--- config.mk ---
export PLATFORM = sky130hd
export DESIGN_NAME = irq_route_xbar
export DESIGN_NICKNAME = d
export VERILOG_FILES = /design/src/rtl/irq_xbar_pkg.sv /design/src/rtl/irq_xbar_cfg.sv /design/src/rtl/irq_xbar_decode.sv /design/src/rtl/irq_xbar_merge.sv /design/src/rtl/irq_route_xbar.sv
export SDC_FILE = /design/constraint.sdc
export NUM_CORES = 1
export LEC_CHECK = 0
export ABC_CLOCK_PERIOD_IN_PS = 1100
export BUFFER_PORTS_ARGS = -buffer_cell sky130_fd_sc_hd__buf_2
export CORE_ASPECT_RATIO = 0.7
export CORE_MARGIN = 2
export CORE_UTILIZATION = 40
export DETAILED_ROUTE_END_ITERATION = 12
export PLACE_DENSITY = 0.69
export SYNTH_ARGS = -nofsm -noshare
export SYNTH_HDL_FRONTEND = slang
export SYNTH_SLANG_ARGS = --single-unit
export TNS_END_PERCENT = 10
--- constraint.sdc ---
create_clock -name clk -period 1.1 [get_ports clk]
set_input_delay 0.165 -clock clk [delete_from_list [all_inputs] [get_ports clk]]
set_output_delay 0.165 -clock clk [all_outputs]
set_load 0.05 [all_outputs]
--- src/rtl/irq_xbar_pkg.sv ---
package irq_xbar_pkg;

    localparam int LINES  = 17;
    localparam int OUTS   = 4;
    localparam int SEL_W  = $clog2(OUTS);
    localparam int REG_W  = 32;
    localparam int INT_W  = 4;
    localparam int SPLIT  = 14;
    localparam int B_TOP  = 27;
    localparam int A_TOP  = 23;
    localparam int RES_W  = LINES + INT_W;

    typedef logic [SEL_W-1:0] sel_t;

    typedef enum logic {
        ROUTE_A = 1'b0,
        ROUTE_B = 1'b1
    } route_id_e;

    typedef struct packed {
        logic [REG_W-1:0] rb;
        logic [REG_W-1:0] ra;
    } route_cfg_t;

    function automatic sel_t field_of(route_cfg_t c, int line);
        sel_t f;
        if (line < SPLIT)
            f = c.rb[B_TOP - SEL_W*line -: SEL_W];
        else
            f = c.ra[A_TOP - SEL_W*(line - SPLIT) -: SEL_W];
        return f;
    endfunction

    function automatic logic [REG_W-1:0] field_mask(route_id_e id);
        logic [REG_W-1:0] m;
        m = '0;
        for (int l = 0; l < LINES; l++) begin
            for (int b = 0; b < SEL_W; b++) begin
                if (id == ROUTE_B && l < SPLIT)
                    m[B_TOP - SEL_W*l - b] = 1'b1;
                if (id == ROUTE_A && l >= SPLIT)
                    m[A_TOP - SEL_W*(l - SPLIT) - b] = 1'b1;
            end
        end
        return m;
    endfunction

endpackage

--- src/rtl/irq_xbar_cfg.sv ---
module irq_xbar_cfg
    import irq_xbar_pkg::*;
(
    input  logic             clk,
    input  logic             rst,
    input  logic             routed_mode,
    input  logic             wr_en,
    input  route_id_e        wr_sel,
    input  logic [REG_W-1:0] wr_data,
    input  route_id_e        rd_sel,
    output logic [REG_W-1:0] rd_data,
    output route_cfg_t       cfg,
    output logic             warn
);

    localparam logic [REG_W-1:0] MASK_A = field_mask(ROUTE_A);
    localparam logic [REG_W-1:0] MASK_B = field_mask(ROUTE_B);

    route_cfg_t cfg_q;
    logic       warn_q;
    logic [REG_W-1:0] hit_mask;

    always_comb begin
        hit_mask = (wr_sel == ROUTE_B) ? MASK_B : MASK_A;
    end

    always_ff @(posedge clk) begin
        if (rst) begin
            cfg_q  <= '0;
            warn_q <= 1'b0;
        end else begin
            if (wr_en) begin
                if (wr_sel == ROUTE_B)
                    cfg_q.rb <= wr_data;
                else
                    cfg_q.ra <= wr_data;
            end
            warn_q <= wr_en && !routed_mode && ((wr_data & hit_mask) != '0);
        end
    end

    always_comb begin
        rd_data = (rd_sel == ROUTE_B) ? cfg_q.rb : cfg_q.ra;
    end

    assign cfg  = cfg_q;
    assign warn = warn_q;

endmodule

--- src/rtl/irq_xbar_decode.sv ---
module irq_xbar_decode
    import irq_xbar_pkg::*;
#(
    parameter int NUM_LINES = LINES
)(
    input  route_cfg_t                  cfg,
    output logic [NUM_LINES-1:0][SEL_W-1:0] sel
);

    for (genvar l = 0; l < NUM_LINES; l++) begin : g_line
        assign sel[l] = field_of(cfg, l);
    end

endmodule

--- src/rtl/irq_xbar_merge.sv ---
module irq_xbar_merge
    import irq_xbar_pkg::*;
#(
    parameter int NUM_LINES = LINES,
    parameter int NUM_OUTS  = OUTS,
    parameter int NUM_INT   = INT_W
)(
    input  logic                            routed_mode,
    input  logic [NUM_LINES-1:0]            dev_irq,
    input  logic [NUM_INT-1:0]              int_irq,
    input  logic [NUM_LINES-1:0][SEL_W-1:0] sel,
    output logic [NUM_OUTS-1:0]             irq_out,
    output logic [NUM_INT+NUM_LINES-1:0]    residual,
    output logic                            legacy_irq
);

    logic [NUM_OUTS-1:0][NUM_LINES-1:0] hit;

    for (genvar o = 0; o < NUM_OUTS; o++) begin : g_out
        for (genvar l = 0; l < NUM_LINES; l++) begin : g_line
            assign hit[o][l] = dev_irq[l] && (sel[l] == SEL_W'(o));
        end
        assign irq_out[o] = routed_mode && (|hit[o]);
    end

    always_comb begin
        residual = {int_irq, (routed_mode ? {NUM_LINES{1'b0}} : dev_irq)};
    end

    assign legacy_irq = |residual;

endmodule

--- src/rtl/irq_route_xbar.sv ---
module irq_route_xbar
    import irq_xbar_pkg::*;
(
    input  logic               clk,
    input  logic               rst,
    input  logic               routed_mode,
    input  logic [LINES-1:0]   dev_irq,
    input  logic [INT_W-1:0]   int_irq,
    input  logic               wr_en,
    input  logic               wr_sel,
    input  logic [REG_W-1:0]   wr_data,
    input  logic               rd_sel,
    output logic [REG_W-1:0]   rd_data,
    output logic [OUTS-1:0]    irq_out,
    output logic [RES_W-1:0]   residual,
    output logic               legacy_irq,
    output logic               cfg_warn
);

    route_cfg_t                  cfg;
    logic [LINES-1:0][SEL_W-1:0] sel;

    irq_xbar_cfg u_cfg (
        .clk         (clk),
        .rst         (rst),
        .routed_mode (routed_mode),
        .wr_en       (wr_en),
        .wr_sel      (route_id_e'(wr_sel)),
        .wr_data     (wr_data),
        .rd_sel      (route_id_e'(rd_sel)),
        .rd_data     (rd_data),
        .cfg         (cfg),
        .warn        (cfg_warn)
    );

    irq_xbar_decode #(.NUM_LINES(LINES)) u_dec (
        .cfg (cfg),
        .sel (sel)
    );

    irq_xbar_merge #(
        .NUM_LINES (LINES),
        .NUM_OUTS  (OUTS),
        .NUM_INT   (INT_W)
    ) u_merge (
        .routed_mode (routed_mode),
        .dev_irq     (dev_irq),
        .int_irq     (int_irq),
        .sel         (sel),
        .irq_out     (irq_out),
        .residual    (residual),
        .legacy_irq  (legacy_irq)
    );

endmodule

== Yosys cells after proc, flatten, opt, wreduce, memory -nomap -nowiden ==
Cells that the tools add are included.

* Register bits: 65
* Input port bits: 59
* Output and inout bits: 59
* Word-level logic and storage cells: 159

* Equality and inequality tests: 51
* Multiplexer cells: 3
* Bitwise operators: 2
* Reduce and logical (&&, ||, !) cells: 100

{| class="wikitable"
|+ Operators by type and width
! kind !! count
|-
| 1-bit logical AND || 74
|-
| 2-bit == test, second input constant || 34
|-
| 17-bit OR reduction || 4
|-
| 2-bit by 1-bit == test with 1-bit output, second input constant || 17
|-
| 2-bit zero test || 17
|-
| 32-bit AND || 1
|-
| 32-bit two-way mux || 1
|-
| 32-bit nonzero test || 1
|-
| 28-bit two-way mux || 1
|-
| 21-bit OR reduction || 1
|-
| 17-bit two-way mux || 1
|-
| 2-bit AND reduction || 2
|-
| 1-bit zero test || 1
|-
| 1-bit NOT || 1
|}

== Depth between registers and ports, before layout ==
Gate-level depths: netlist (run 1).

* Word-level depth: 4
* Depth in mapped cells: 5
* Mapped depth without buffers: 4

== Modules after synthesis ==
A second synthesis (run 1) with hierarchy kept.

* Cell total of the unflattened synthesis: 500
* Area total of the unflattened synthesis: 3,728.6 sq um

{| class="wikitable"
|+ Modules (own cells, without submodules)
! module !! times used !! cells each !! area each (sq um)
|-
| irq_xbar_cfg || 1 || 330 || 2,675.1
|-
| irq_xbar_merge || 1 || 136 || 798.3
|-
| irq_xbar_decode || 1 || 34 || 255.2
|}

== Worst setup path after synthesis (run 1) ==
Ideal clock, no wire load.

* Path kind: register to output
* From: register u_cfg.cfg_q, in the netlist u_cfg.cfg[48]
* To: output port irq_out[0]
* Arrival time: 1,555 ps
* Required time: 935 ps
* Setup slack: -620 ps
* Stages on the path, launching flop included: 5
* Cell sequence: dfxtp_1 nor3b_1 nor4_1 and4_1 a21oi_1

* Cells in the longest elaborated chain, start to end: 4

{| class="wikitable"
|+ RTL lines
! what !! line !! text
|-
| start, declared || irq_xbar_cfg.sv:19 || <nowiki>route_cfg_t cfg_q;</nowiki>
|-
| 2-bit zero test || irq_xbar_merge.sv:21 || <nowiki>assign hit[o][l] = dev_irq[l] && (sel[l] == SEL_W'(o));</nowiki>
|-
| 1-bit logical AND || irq_xbar_merge.sv:21 ||
|-
| 17-bit OR reduction || irq_xbar_merge.sv:23 || <nowiki>assign irq_out[o] = routed_mode && (|hit[o]);</nowiki>
|-
| 1-bit logical AND || irq_xbar_merge.sv:23 ||
|-
| end, declared || irq_route_xbar.sv:14 || <nowiki>output logic [OUTS-1:0] irq_out,</nowiki>
|}

Every way passes these cells.

== Worst setup path in the final report (run 1) ==
* From: register u_cfg.cfg_q, in the netlist u_cfg.cfg[45]
* To: output port irq_out[0]

The elaborated chain is that of the path after synthesis.

==> results of run 1 <==
cell usage after synthesis (2+ instances only):
master    number
a21oi_1       65
a31oi_1        5
buf_2          9
buf_4          4
clkbuf_1      17
dfxtp_1       65
inv_1          3
mux2_1         2
mux2_2        30
nand2_1      153
nand3_1       17
nand3b_1      11
nand4_1        5
nor2_1         4
nor2b_1       18
nor3_1         3
nor3b_1       17
nor4_1        16
o21ai_0        8
o21ai_1        2
o22ai_1        6
per-layer routing:
metal,global-route usage,wire [µm],vias to the layer above
met3,0.0716,854,15
met2,0.444,5800,162
li1,-,-,1975
met4,0.0542,133,0
met1,0.359,5720,1901
met5,0,0,-
power groups by stage:
stage          logic, µW  clock network (µW)  registers [µW]
2_1_floorplan        943                   0            2600
3_3_place_gp        1590                   0            2610
3_5_place_dp        1610                   0            2620
4_1_cts             1770                2700            2570
5_1_grt             1910                2810            2590
6_report            1800                2670            2570
registers in the layout (all words and copies together) (netlist names):
register / count
u_cfg.cfg: 64
u_cfg.warn: 1
logic make-up after synthesis:
| family | count (synthesis) | synth area share |
|---|---|---|
| compound gates | 88 | 0.136 |
| buf+inv | 34 | 0.0445 |
| flops | 65 | 0.376 |
| mux | 32 | 0.104 |
| simple gates | 248 | 0.340 |
repair_timing:
item                       4_1_cts  5_1_grt
setup buffers                    1        0
setup endpoints to repair       38       41
pin swaps                       10        9
resized for setup              126       22
worst reg2reg max path, stage by stage, from the launching register on:
cell and delay [ps]:
dfxtp_2 360, buf_6 110, buf_4 110, nand2_1 40, a21oi_1 130
final timing paths:
kind,endpoint,slack (ps),cells past startpoint
worst max-delay path,irq_out[0],-690,5
worst min-delay path,u_cfg.cfg[31]$_SDFFE_PP0P_,80,3
worst max register to register,u_cfg.cfg[40]$_SDFFE_PP0P_,280,4
worst min register to register,u_cfg.cfg[16]$_SDFFE_PP0P_,450,2
cell type report:
type	count	area, µm²
Clock buffer	11	243
Clock inverter	5	38.8
Tap cell	120	150
Timing Repair Buffer	200	1560
Inverter	3	11.3
Multi-Input combinational cell	368	2300
Fill cell	697	2770
Sequential cell	65	1370
stage by stage:
| step | instance area (µm²) | utilization | hold WS [ps] | cells |
|---|---|---|---|---|
| 2_1_floorplan | 3610 | - | 281 | 467 |
| 3_3_place_gp | 4920 | 0.583 | 416 | 756 |
| 3_5_place_dp | 4920 | 0.583 | 425 | 756 |
| 4_1_cts | 5600 | 0.663 | 69.8 | 772 |
| 5_1_grt | 5680 | 0.672 | 73.0 | 772 |
| 6_report | 5680 | 0.672 | 77.7 | 772 |
==> impl_metrics.py, run 1 <==
metrics = {
    "outcome": {
        "outcome": "finished, violations left",
        "violations": "negative setup slack",
    },
    "clocking": {
        "cts_sinks": 65,
        "clk_pin_slew_ps": 60,
        "htreeDepth": 3,
        "cts_tree": "yes",
        "clockBufferDepth": 2,
        "cts-root-buf": "clkbuf_16",
        "cts_made_buffers": 9,
        "clk_latency_ps": 330,
        "cts_hold_buffers": 0,
    },
    "sta": {
        "finClkSkew_ps": 0,
        "slew_viol_final": 0,
        "setup_tns_ps": -12260,
        "finalHoldViolCount": 0,
        "tightest_slew_ps": 355,
        "fin_crit_ps": 1790,
        "setup_viol": 37,
        "slew_headroom": 0.762,
        "max_freq_ghz": 0.559,
        "rsz0062_at_grt": "yes",
        "setup_slack_ps": -689,
        "finalCritPeriodShare": 1.63,
    },
    "worst_setup_path": {
        "cpMaxStageDelayCell": "dfxtp_2",
        "worstPathRequired_ps": 940,
        "cp_max_fo": 4,
        "r2r-start": "u_cfg.cfg[40]$_SDFFE_PP0P_",
        "cp_slowest_stage_delay_ps": 350,
        "crit_start": "u_cfg.cfg[45]$_SDFFE_PP0P_",
        "cp_top_family": "simple AND/OR/NAND/NOR gates",
        "crit_arrival_ps": 1620,
        "crit_path_end_kind": "output pin",
        "cp_cell_sequence": "nor3b_1, nor4_1, and4_1, a21oi_4, buf_6",
        "start_kind": "flop",
        "path_buf_inv": 1,
        "worstSetupPathType": "flop to output pin",
    },
    "min_path": {
        "hold_path.startpoint": "wr_data[31]",
        "worstHoldPathType": "input port to flop",
    },
    "power_and_ir_drop": {
        "pwr-share-seq": 0.365,
        "total_power_uw": 7040,
        "p_switching_uw": 2240,
        "swShare": 0.319,
        "power_frac_clock": 0.379,
        "leakage_uw": 0.00240,
        "combPwrFrac": 0.255,
        "internal-power_uw": 4800,
        "ir_worst_vdd_mv": 0.652,
        "power.density_mw_per_mm2": 1240,
    },
    "cells_and_area": {
        "antenna_cells": 0,
        "syn_to_final_growth_pct": 64.1,
        "layout_commonest_cell": "nand2_1",
        "final_cell_mix": "147 x nand2_1, 77 x buf_2, 72 x buf_4",
        "layout-drive-gt1-share": 0.495,
        "final_nets": 706,
    },
    "yosys": {
        "ys_warn_count": 0,
        "synth.distinct_cells": 28,
        "ys_ff_latch": 65,
        "synth_top_area_frac": 0.376,
        "yosys.area.top_type": "dfxtp_1",
        "syn_inst": 467,
        "ys_top_cells_by_area": "dfxtp_1 38%, nand2_1 17%, mux2_2 9.8%",
        "syn_area_mm2": 0.00346,
        "avgSynthCellArea_um2": 7.41,
        "ys.flop_type": "dfxtp_1",
        "ys_seq_area_frac": 0.376,
        "synthArstFlopShare": 0,
        "synth-edff-count": 0,
        "syn_nets": 526,
    },
    "floorplan": {
        "io_pins": 118,
        "fp.dieH_um": 81.8,
        "placementRows": 28,
        "initial_core_util": 0.410,
        "die-area_mm2": 0.00942,
        "die_w_um": 115,
        "core_area_mm2": 0.00844,
    },
    "grt": {
        "grt_pass1_vias": 3895,
        "antenna_found_initial": 0,
        "grt_max_degree": 38,
        "grt_pass1_wl_um": 19400,
        "grtUsageTotal": 0.269,
        "overflow": 0,
    },
    "flow_run": {
        "maxCapViolCount": 0,
    },
    "placement": {
        "pre_cts_slack_ps": -475,
        "dp_hpwl_um": 9580,
        "routabilityCongestion": 0.953,
        "io_buffers": 117,
    },
    "routing": {
        "avgViaCountPerCell": 5.25,
        "route.detailed.drc": 0,
        "drt-initial-drc-count": 290,
        "firstDrtPassIters": 5,
        "ant_nets": 0,
        "wl_um": 12500,
        "via_count": 4053,
        "routedWlPerCell_um": 16.2,
    },
}
(Power assumes the default switching activity.)
==> run 2: changes to the inputs <==
--- a/config.mk
+++ b/config.mk
@@ -9,9 +9,8 @@
 export BUFFER_PORTS_ARGS = -buffer_cell sky130_fd_sc_hd__buf_2
 export CORE_ASPECT_RATIO = 0.7
 export CORE_MARGIN = 2
-export CORE_UTILIZATION = 40
+export CORE_UTILIZATION = 35
 export DETAILED_ROUTE_END_ITERATION = 12
-export PLACE_DENSITY = 0.69
 export SYNTH_ARGS = -nofsm -noshare
 export SYNTH_HDL_FRONTEND = slang
 export SYNTH_SLANG_ARGS = --single-unit
==> run 2 against run 1 <==
  * Setup slack gained 25 ps
  * Die area grew 14%
  * Maximum frequency increased by 1.4%
  * Non-clock buffer count grew 7
  * Combinational power about the same
  * Largest power group unchanged
  * The flow still finishes with violations (negative setup slack)
  * Largest cell class unchanged
  * First-iteration DRC count fell by 16%
==> impl_metrics.py, run 2 (synthesis gave the netlist of run 1 again) <==
metrics = {
    "grt": {
        "grt_pass1_wl_um": 20100,
        "overflow": 0,
        "grt_pass1_vias": 3832,
        "grtUsageTotal": 0.248,
        "antenna_found_initial": 0,
        "grt_max_degree": 35,
    },
    "placement": {
        "io_buffers": 117,
        "placed_area_mm2": 0.00496,
        "routabilityCongestion": 0.838,
        "dp_hpwl_um": 9710,
        "dp_cells": 768,
    },
    "power_and_ir_drop": {
        "power_frac_clock": 0.415,
        "internal-power_uw": 5190,
        "swShare": 0.303,
        "pwr-share-seq": 0.345,
        "leakage_uw": 0.00240,
        "p_switching_uw": 2250,
        "ir_worst_vdd_mv": 0.819,
        "combPwrFrac": 0.240,
        "power.density_mw_per_mm2": 1320,
    },
    "clocking": {
        "cts_sinks": 65,
        "cts_made_buffers": 9,
        "cts-root-buf": "clkbuf_16",
        "cts_hold_buffers": 0,
        "clk_pin_slew_ps": 60,
        "clockBufferDepth": 2,
        "htreeDepth": 3,
        "cts_tree": "yes",
        "clk_latency_ps": 340,
    },
    "cells_and_area": {
        "largest_reg_flops": 64,
        "final_nets": 713,
        "final_cell_mix": "153 x nand2_1, 81 x buf_2, 81 x buf_4",
        "fin_cells": 787,
        "design_area_mm2": 0.00565,
        "antenna_cells": 0,
        "syn_to_final_growth_pct": 63.4,
        "layout_commonest_cell": "nand2_1",
        "postLayoutCoreUtil": 0.586,
        "layout-drive-gt1-share": 0.483,
    },
    "floorplan": {
        "initial_core_util": 0.359,
        "die-area_mm2": 0.0107,
        "fp.dieH_um": 87.2,
        "die_w_um": 123,
        "io_pins": 118,
        "core_area_mm2": 0.00965,
        "placementRows": 30,
    },
    "worst_setup_path": {
        "critPathCapture": "irq_out[3]",
        "start_kind": "flop",
        "worstSetupPathType": "flop to output pin",
        "r2r-end": "u_cfg.cfg[55]$_SDFFE_PP0P_",
        "crit_path_end_kind": "output pin",
        "crit_arrival_ps": 1600,
        "cp_max_fo": 4,
        "crit_start": "u_cfg.cfg[55]$_SDFFE_PP0P_",
        "reg2reg_depth": 4,
        "r2r-start": "u_cfg.cfg[55]$_SDFFE_PP0P_",
        "r2r_slack_ps": 310,
        "worstPathRequired_ps": 940,
    },
    "sta": {
        "slew_viol_final": 0,
        "rsz0062_at_grt": "yes",
        "slew_headroom": 0.751,
        "finalHoldViolCount": 0,
        "fin_crit_ps": 1760,
        "setup_viol": 37,
        "max_freq_ghz": 0.567,
        "setup_slack_ps": -664,
        "tightest_slew_ps": 370,
        "finClkSkew_ps": 0,
        "finalCritPeriodShare": 1.60,
    },
    "flow_run": {
        "maxCapViolCount": 0,
    },
    "min_path": {
        "worstHoldPathType": "input port to flop",
    },
    "routing": {
        "route.detailed.drc": 0,
        "routedWlPerCell_um": 16.3,
        "firstDrtPassIters": 5,
        "ant_nets": 0,
        "avgViaCountPerCell": 5.18,
        "wl_um": 12800,
        "drt-initial-drc-count": 245,
        "via_count": 4074,
    },
    "outcome": {
        "outcome": "finished, violations left",
        "violations": "negative setup slack",
    },
}
==> run 2: cell types whose count changed in the layout (fill, tap and decap cells not counted), sizes merged <==
cell,change
buf,+10
clkbuf,-4
bufinv,+2
clkinv,-1
==> run 2: layout make-up <==
type | instances | area, µm²
Multi-Input combinational cell | 368 | 2210
Sequential cell | 65 | 1360
Tap cell | 128 | 160
Fill cell | 873 | 3990
Clock inverter | 6 | 90.1
Clock buffer | 10 | 229
Timing Repair Buffer | 207 | 1590
Inverter | 3 | 11.3
==> run 2: power by group through the flow <==
| stage | Sequential (µW) | Clock [µW] | Combinational (µW) |
|---|---|---|---|
| after global placement | 2610 | 0 | 1620 |
| after detailed placement | 2620 | 0 | 1630 |
| after CTS | 2570 | 3140 | 1770 |
| after floorplan | 2600 | 0 | 943 |
| after global routing | 2580 | 3240 | 1900 |
| final | 2570 | 3090 | 1780 |
==> run 2: critical path: stages, from the launching register on <==
cell     delay [ps]
dfxtp_2         340
nand3_1         110
nand4_1         120
nor4_2          270
buf_4           170
a41oi_4          90
buf_6           170
==> run 2: stage by stage <==
step	hold slack, ps	setup TNS (ps)	total power (µW)	setup WS [ps]
finish	68.2	-12490	7440	-664
global route	70.2	-13720	7720	-738
CTS	64.7	-12830	7480	-723
detailed placement	426	-5810	4240	-494
global placement	418	-5700	4230	-473
floorplan	281	-5630	3550	-172
==> run 2: how the worst min path moves through the flow <==
stage / start / endpoint / depth (start not counted)
floorplan: wr_en / u_cfg.warn$_SDFF_PP0_ / 2
global placement: wr_data[30] / u_cfg.cfg[62]$_SDFFE_PP0P_ / 3
detailed placement: wr_data[28] / u_cfg.cfg[28]$_SDFFE_PP0P_ / 3
CTS: wr_data[28] / u_cfg.cfg[28]$_SDFFE_PP0P_ / 3
global route: wr_data[31] / u_cfg.cfg[31]$_SDFFE_PP0P_ / 3
finish: wr_data[29] / u_cfg.cfg[61]$_SDFFE_PP0P_ / 3
==> run 2: layer usage <==
metal,part of all wire,up-vias,routed length [µm],GRT usage
met5,0,-,0,0
met4,0.010,0,133,0.0617
met3,0.077,14,987,0.0654
met2,0.43,145,5570,0.374
met1,0.48,1928,6150,0.352
li1,-,1987,-,-
==> run 2: repair_timing <==
| item | CTS | global route |
|---|---|---|
| pin swaps | 7 | 6 |
| buffers inserted | 3 | 0 |
| cloned | 0 | 0 |
| gates resized for setup | 102 | 16 |
| endpoints found under the setup margin | 38 | 38 |
